<file path="src/rtl/nmi_agg_pkg.sv">
package nmi_agg_pkg;
  localparam int NSRC = 5;

  localparam int SRC_VFETCH  = 0;
  localparam int SRC_CLKFAIL = 1;
  localparam int SRC_PIN     = 2;
  localparam int SRC_WDRST   = 3;
  localparam int SRC_BUSERR  = 4;

  typedef logic [NSRC-1:0] src_vec_t;

  // reset value of each enable; bus source starts disabled
  localparam src_vec_t EN_RESET_VAL = 5'b01111;
  // bits software may change; vector fetch enable is fixed
  localparam src_vec_t EN_WR_MASK   = 5'b11110;
endpackage

</file>
<file path="src/rtl/nmi_pin_sync.sv">
module nmi_pin_sync #(
  parameter int STAGES = 2
) (
  input  logic clk,
  input  logic rst,
  input  logic pin_i,
  output logic rise_o
);
  logic [STAGES-1:0] sync_q;
  logic              last_q;

  always_ff @(posedge clk) begin
    if (rst) begin
      sync_q <= '0;
      last_q <= 1'b0;
    end else begin
      sync_q <= {sync_q[STAGES-2:0], pin_i};
      last_q <= sync_q[STAGES-1];
    end
  end

  assign rise_o = sync_q[STAGES-1] & ~last_q;
endmodule

</file>
<file path="src/rtl/nmi_flag_bank.sv">
module nmi_flag_bank #(
  parameter int N = 5
) (
  input  logic         clk,
  input  logic         rst,
  input  logic [N-1:0] set_i,
  input  logic [N-1:0] clr_i,
  output logic [N-1:0] flags_o
);
  for (genvar i = 0; i < N; i++) begin : g_flag
    logic f_q;
    always_ff @(posedge clk) begin
      if (rst)           f_q <= 1'b0;
      else if (set_i[i]) f_q <= 1'b1;   // a new event beats a clear
      else if (clr_i[i]) f_q <= 1'b0;
    end
    assign flags_o[i] = f_q;
  end
endmodule

</file>
<file path="src/rtl/nmi_cfg_regs.sv">
module nmi_cfg_regs #(
  parameter int         N       = 5,
  parameter logic [N-1:0] RST_VAL = '1,
  parameter logic [N-1:0] WR_MASK = '1
) (
  input  logic         clk,
  input  logic         rst,
  input  logic         wr_i,
  input  logic [N-1:0] data_i,
  output logic [N-1:0] en_o
);
  logic [N-1:0] en_q;

  always_ff @(posedge clk) begin
    if (rst)       en_q <= RST_VAL;
    else if (wr_i) en_q <= (data_i & WR_MASK) | (en_q & ~WR_MASK);
  end

  assign en_o = en_q;
endmodule

</file>
<file path="src/rtl/nmi_src_aggregator.sv">
module nmi_src_aggregator
  import nmi_agg_pkg::*;
#(
  parameter int ADDR_W      = 2,
  parameter int SYNC_STAGES = 2,
  parameter int ENABLE_ADDR = 0,
  parameter int CLEAR_ADDR  = 1
) (
  input  logic              clk,
  input  logic              rst,
  input  logic              vfetch_err_i,
  input  logic              clkfail_i,
  input  logic              pin_nmi_i,
  input  logic              peer_wdrst_i,
  input  logic              bus_int_stuck_i,
  input  logic              bus_rdy_stuck_i,
  input  logic              wr_en_i,
  input  logic [ADDR_W-1:0] wr_addr_i,
  input  logic [NSRC-1:0]   wr_data_i,
  output logic [NSRC-1:0]   flags_o,
  output logic [NSRC-1:0]   enables_o,
  output logic              nmi_o,
  output logic              peer_clkfail_o
);
  localparam logic [ADDR_W-1:0] A_EN  = ADDR_W'(ENABLE_ADDR);
  localparam logic [ADDR_W-1:0] A_CLR = ADDR_W'(CLEAR_ADDR);

  logic     pin_rise;
  src_vec_t set_vec, clr_vec, flags, en;
  logic     en_wr;
  logic     nmi_q, peer_q;

  nmi_pin_sync #(.STAGES(SYNC_STAGES)) u_pin (
    .clk(clk), .rst(rst), .pin_i(pin_nmi_i), .rise_o(pin_rise)
  );

  always_comb begin
    set_vec              = '0;
    set_vec[SRC_VFETCH]  = vfetch_err_i;
    set_vec[SRC_CLKFAIL] = clkfail_i;
    set_vec[SRC_PIN]     = pin_rise;
    set_vec[SRC_WDRST]   = peer_wdrst_i;
    set_vec[SRC_BUSERR]  = bus_int_stuck_i | bus_rdy_stuck_i;
  end

  assign clr_vec = (wr_en_i && wr_addr_i == A_CLR) ? wr_data_i : '0;
  assign en_wr   = wr_en_i && (wr_addr_i == A_EN);

  nmi_flag_bank #(.N(NSRC)) u_flags (
    .clk(clk), .rst(rst), .set_i(set_vec), .clr_i(clr_vec), .flags_o(flags)
  );

  nmi_cfg_regs #(.N(NSRC), .RST_VAL(EN_RESET_VAL), .WR_MASK(EN_WR_MASK)) u_cfg (
    .clk(clk), .rst(rst), .wr_i(en_wr), .data_i(wr_data_i), .en_o(en)
  );

  always_ff @(posedge clk) begin
    if (rst) begin
      nmi_q  <= 1'b0;
      peer_q <= 1'b0;
    end else begin
      nmi_q  <= |(flags & en);
      peer_q <= flags[SRC_CLKFAIL] & en[SRC_CLKFAIL];
    end
  end

  assign flags_o        = flags;
  assign enables_o      = en;
  assign nmi_o          = nmi_q;
  assign peer_clkfail_o = peer_q;
endmodule

</file>
<file path="config.mk">
export PLATFORM = sky130hd
export DESIGN_NAME = nmi_src_aggregator
export DESIGN_NICKNAME = d
export VERILOG_FILES = /design/src/rtl/nmi_agg_pkg.sv /design/src/rtl/nmi_pin_sync.sv /design/src/rtl/nmi_flag_bank.sv /design/src/rtl/nmi_cfg_regs.sv /design/src/rtl/nmi_src_aggregator.sv
export SDC_FILE = /design/constraint.sdc
export NUM_CORES = 1
export LEC_CHECK = 0
export BUFFER_PORTS_ARGS = -buffer_cell sky130_fd_sc_hd__buf_2
export CORE_AREA = 2 2 39 41
export CTS_BUF_LIST = sky130_fd_sc_hd__clkbuf_4
export CTS_CLUSTER_SIZE = 16
export DETAILED_ROUTE_END_ITERATION = 8
export DIE_AREA = 0 0 41 43
export PLACE_DENSITY = 0.82
export SETUP_SLACK_MARGIN = 0.1
export SYNTH_ARGS = -nofsm -noshare
export SYNTH_HDL_FRONTEND = slang
export SYNTH_SLANG_ARGS = --single-unit
</file>
<file path="constraint.sdc">
create_clock -name clk -period 1.5 [get_ports clk]
set_input_delay 0.075 -clock clk [delete_from_list [all_inputs] [get_ports clk]]
set_output_delay 0.075 -clock clk [all_outputs]
set_load 0.005 [all_outputs]
</file>
==> reports/metrics.json <==
{
  "outcome": {"value": "complete, no violations"},
  "worstSetupPathType": {"value": "reg2reg"},
  "finalClockSkew": {"value": 0.00325, "unit": "ns"},
  "grt_util_met1": {"value": 0.153},
  "regToRegEndpoint": {"value": "u_cfg.en_o[2]"},
  "drcViolationCount": {"value": 0},
  "totalPowerFinal": {"value": 0.696, "unit": "mW"},
  "place_hpwl": {"value": 859, "unit": "um"},
  "grt_most_used_layer": {"value": "met2"},
  "crit_path_buf_inv_count": {"value": 0},
  "antenna_found_initial": {"value": 0},
  "syn_avg_cell_area": {"value": 10.1, "unit": "um^2"},
  "min_period": {"value": 0.839, "unit": "ns"},
  "place_congestion": {"value": 0.624},
  "totalNegativeSetupSlack": {"value": 0, "unit": "ns"},
  "hold_violations": {"value": 0},
  "min_delay_worst_endpoint": {"value": "u_flags.g_flag[3].f_q"},
  "hold_path.startpoint": {"value": "wr_data_i[3]"},
  "post_synth_num_cell_types": {"value": 19},
  "worstSkewPairLatency": {"value": 0.27, "unit": "ns"},
  "dieArea": {"value": 1760, "unit": "um^2"},
  "post_drt_wl_per_cell": {"value": 11.2, "unit": "um"},
  "hold_ws": {"value": 0.0123, "unit": "ns"},
  "gr-usage-met3": {"value": 0.0314},
  "grt_overflow": {"value": 0},
  "vias_per_cell": {"value": 4.85},
  "crit_family": {"value": "flip-flops"},
  "core.rowCount": {"value": 14},
  "design.core.area": {"value": 1380, "unit": "um^2"},
  "die_width": {"value": 41, "unit": "um"},
  "clockBufferDepth": {"value": 2},
  "vias": {"value": 456},
  "worst_r2r_path_depth": {"value": 2},
  "cts_htree_levels": {"value": 1},
  "clock.fmax": {"value": 1190, "unit": "MHz"},
  "post_synth_instance_area": {"value": 553, "unit": "um^2"},
  "cp_slowest_cell": {"value": "dfxtp_1"},
  "postRouteWirelength": {"value": 1060, "unit": "um"},
  "first_global_vias": {"value": 447},
  "antenna_cells_inserted": {"value": 0},
  "static_power_due_to_leakage": {"value": 0.323, "unit": "nW"},
  "initial_utilization": {"value": 0.400},
  "layout_cell_share_with_drive_strength_beyond_1": {"value": 0.410},
  "proportion_of_synthesized_chip_area_in_sequential_cells": {"value": 0.507},
  "max_cap_violations": {"value": 0},
  "biggest_fanout_along_the_worst_timing_path": {"value": 3},
  "number_of_synthesized_register_bits": {"value": 14},
  "grt_start_max_net_pins": {"value": 15},
  "number_of_setup_buffers_added_after_cts": {"value": 0},
  "global_route_wire_length_before_repair": {"value": 1750, "unit": "um"},
  "crit_required": {"value": 1.65, "unit": "ns"},
  "drt_pre_antenna_iters": {"value": 2},
  "worst_hold_path_type": {"value": "in2reg"},
  "worstPathCellList": {"value": "nor2b_1 -> a211o_1"},
  "yosysWarningCount": {"value": 0},
  "post_synth_inst_count": {"value": 55},
  "worst-r2r-setup-slack": {"value": 0.66, "unit": "ns"},
  "pwr_density_cell": {"value": 1010, "unit": "nW/um^2"},
  "synthToLayoutAreaGrowth": {"value": 24.2, "unit": "%"},
  "cpPeakStageDelay": {"value": 0.32, "unit": "ns"},
  "detail_route.iter0.violations": {"value": 3},
  "vdd_ir_drop_max": {"value": 0.441, "unit": "mV"},
  "clkTransAtPathRegs": {"value": 0.08, "unit": "ns"},
  "drt.antenna.violating_nets": {"value": 0},
  "nNetsFinal": {"value": 96},
  "final_common_cell": {"value": "buf_2"},
  "top_library_cells_by_usage_in_the_layout_fill_and_taps_aside": {"value": "buf_2 (26), dfxtp_1 (14), nor2b_1 (6), nor2_1 (6), a311oi_1 (4)"},
  "cts.root.buffer_cell": {"value": "clkbuf_4"},
  "finalSetupViolCount": {"value": 0},
  "cts_inserted_buffers": {"value": 3},
  "die_height": {"value": 43, "unit": "um"},
  "period_share": {"value": 0.559},
  "worstSetupEndpointType": {"value": "flop"},
  "synth_nets": {"value": 71},
  "num_io_pins": {"value": 28},
  "cts_tree": {"value": "done"},
  "final_max_slew_viol_count": {"value": 0},
  "grt_use_met2": {"value": 0.256},
  "worstPathArrival": {"value": 0.99, "unit": "ns"},
  "min_path_cells": {"value": 2},
  "grtUsageTotal": {"value": 0.145},
  "crit_path_start_kind": {"value": "flop"},
  "grt_setup_unrepaired": {"value": "false"},
  "portBuffers": {"value": 26},
  "rr_startpoint": {"value": "u_cfg.en_o[2]"},
  "numClockSinks": {"value": 14}
}
sequential cells by signal, indices dropped and copies added (netlist names):
signal,cells
u_flags.g_flag.f_q,5
u_cfg.en_o,4
u_pin.sync_q,2
nmi_o,1
peer_clkfail_o,1
u_pin.last_q,1
worst max-delay path by stage:
stage | from | end | cells past startpoint
4_1_cts | u_cfg.en_o[2] | u_cfg.en_o[2] | 2
3_3_place_gp | wr_addr_i[0] | u_cfg.en_o[2] | 4
3_5_place_dp | wr_addr_i[0] | u_cfg.en_o[2] | 4
5_1_grt | u_flags.g_flag[1].f_q | flags_o[1] | 1
6_report | u_cfg.en_o[2] | u_cfg.en_o[2] | 2
2_1_floorplan | wr_addr_i[0] | u_cfg.en_o[1] | 3
where the power goes:
group	leakage (nW)	internal (mW)	switching, mW
Clock	0.0138	0.0926	0.106
Sequential	0.116	0.394	0.0116
Combinational	0.194	0.0505	0.0419
per-stage QoR:
step / instance area, um^2 / setup WS, ns / instances / utilization
finish: 687 / 0.661 / 94 / 0.496
detailed placement: 654 / 0.467 / 90 / 0.473
global route: 687 / 0.617 / 94 / 0.496
global placement: 654 / 0.531 / 90 / 0.473
floorplan: 553 / 0.693 / 55 / -
CTS: 687 / 0.658 / 94 / 0.496
Yosys cell counts, drive strengths merged:
cell    number  share of area
mux2i        1          0.018
a21oi        2          0.018
a31oi        1          0.011
buf          6          0.081
a21bo        1          0.018
a211o        3          0.048
nor2b        6          0.068
inv          3          0.020
nor2         6          0.041
nand2b       1          0.011
nor3         1         0.0090
a22oi        1          0.014
a311oi       4          0.063
nand2        1         0.0068
nor3b        1          0.034
clkbuf       1         0.0068
dfxtp       14           0.51
and3b        1          0.018
conb         1         0.0068
timing repair:
action,in CTS,in global routing
resized for setup,0,0
endpoints found under the hold margin,1,0
hold buffers,1,0
area by class of cell:
type	count	area, um^2
Multi-Input combinational cell	31	213
Timing Repair Buffer	27	140
Fill cell	139	697
Tap cell	16	20.0
Sequential cell	14	280
Inverter	3	11.3
Clock buffer	3	22.5
metal layers:
| metal | vias up | part of all wire |
|---|---|---|
| met3 | 0 | 0.089 |
| li1 | 230 | - |
| met2 | 16 | 0.52 |
| met5 | - | 0 |
| met1 | 210 | 0.39 |
| met4 | 0 | 0 |
logic make-up after synthesis:
kind of cell           share of synthesized area
AO/OA/AOI/OAI                              0.172
buffers and inverters                      0.109
flip-flops                                 0.507
multiplexers                              0.0181
other                                    0.00678
AND/OR/NAND/NOR                            0.188
Note: power is estimated with default switching activity, not from simulation.
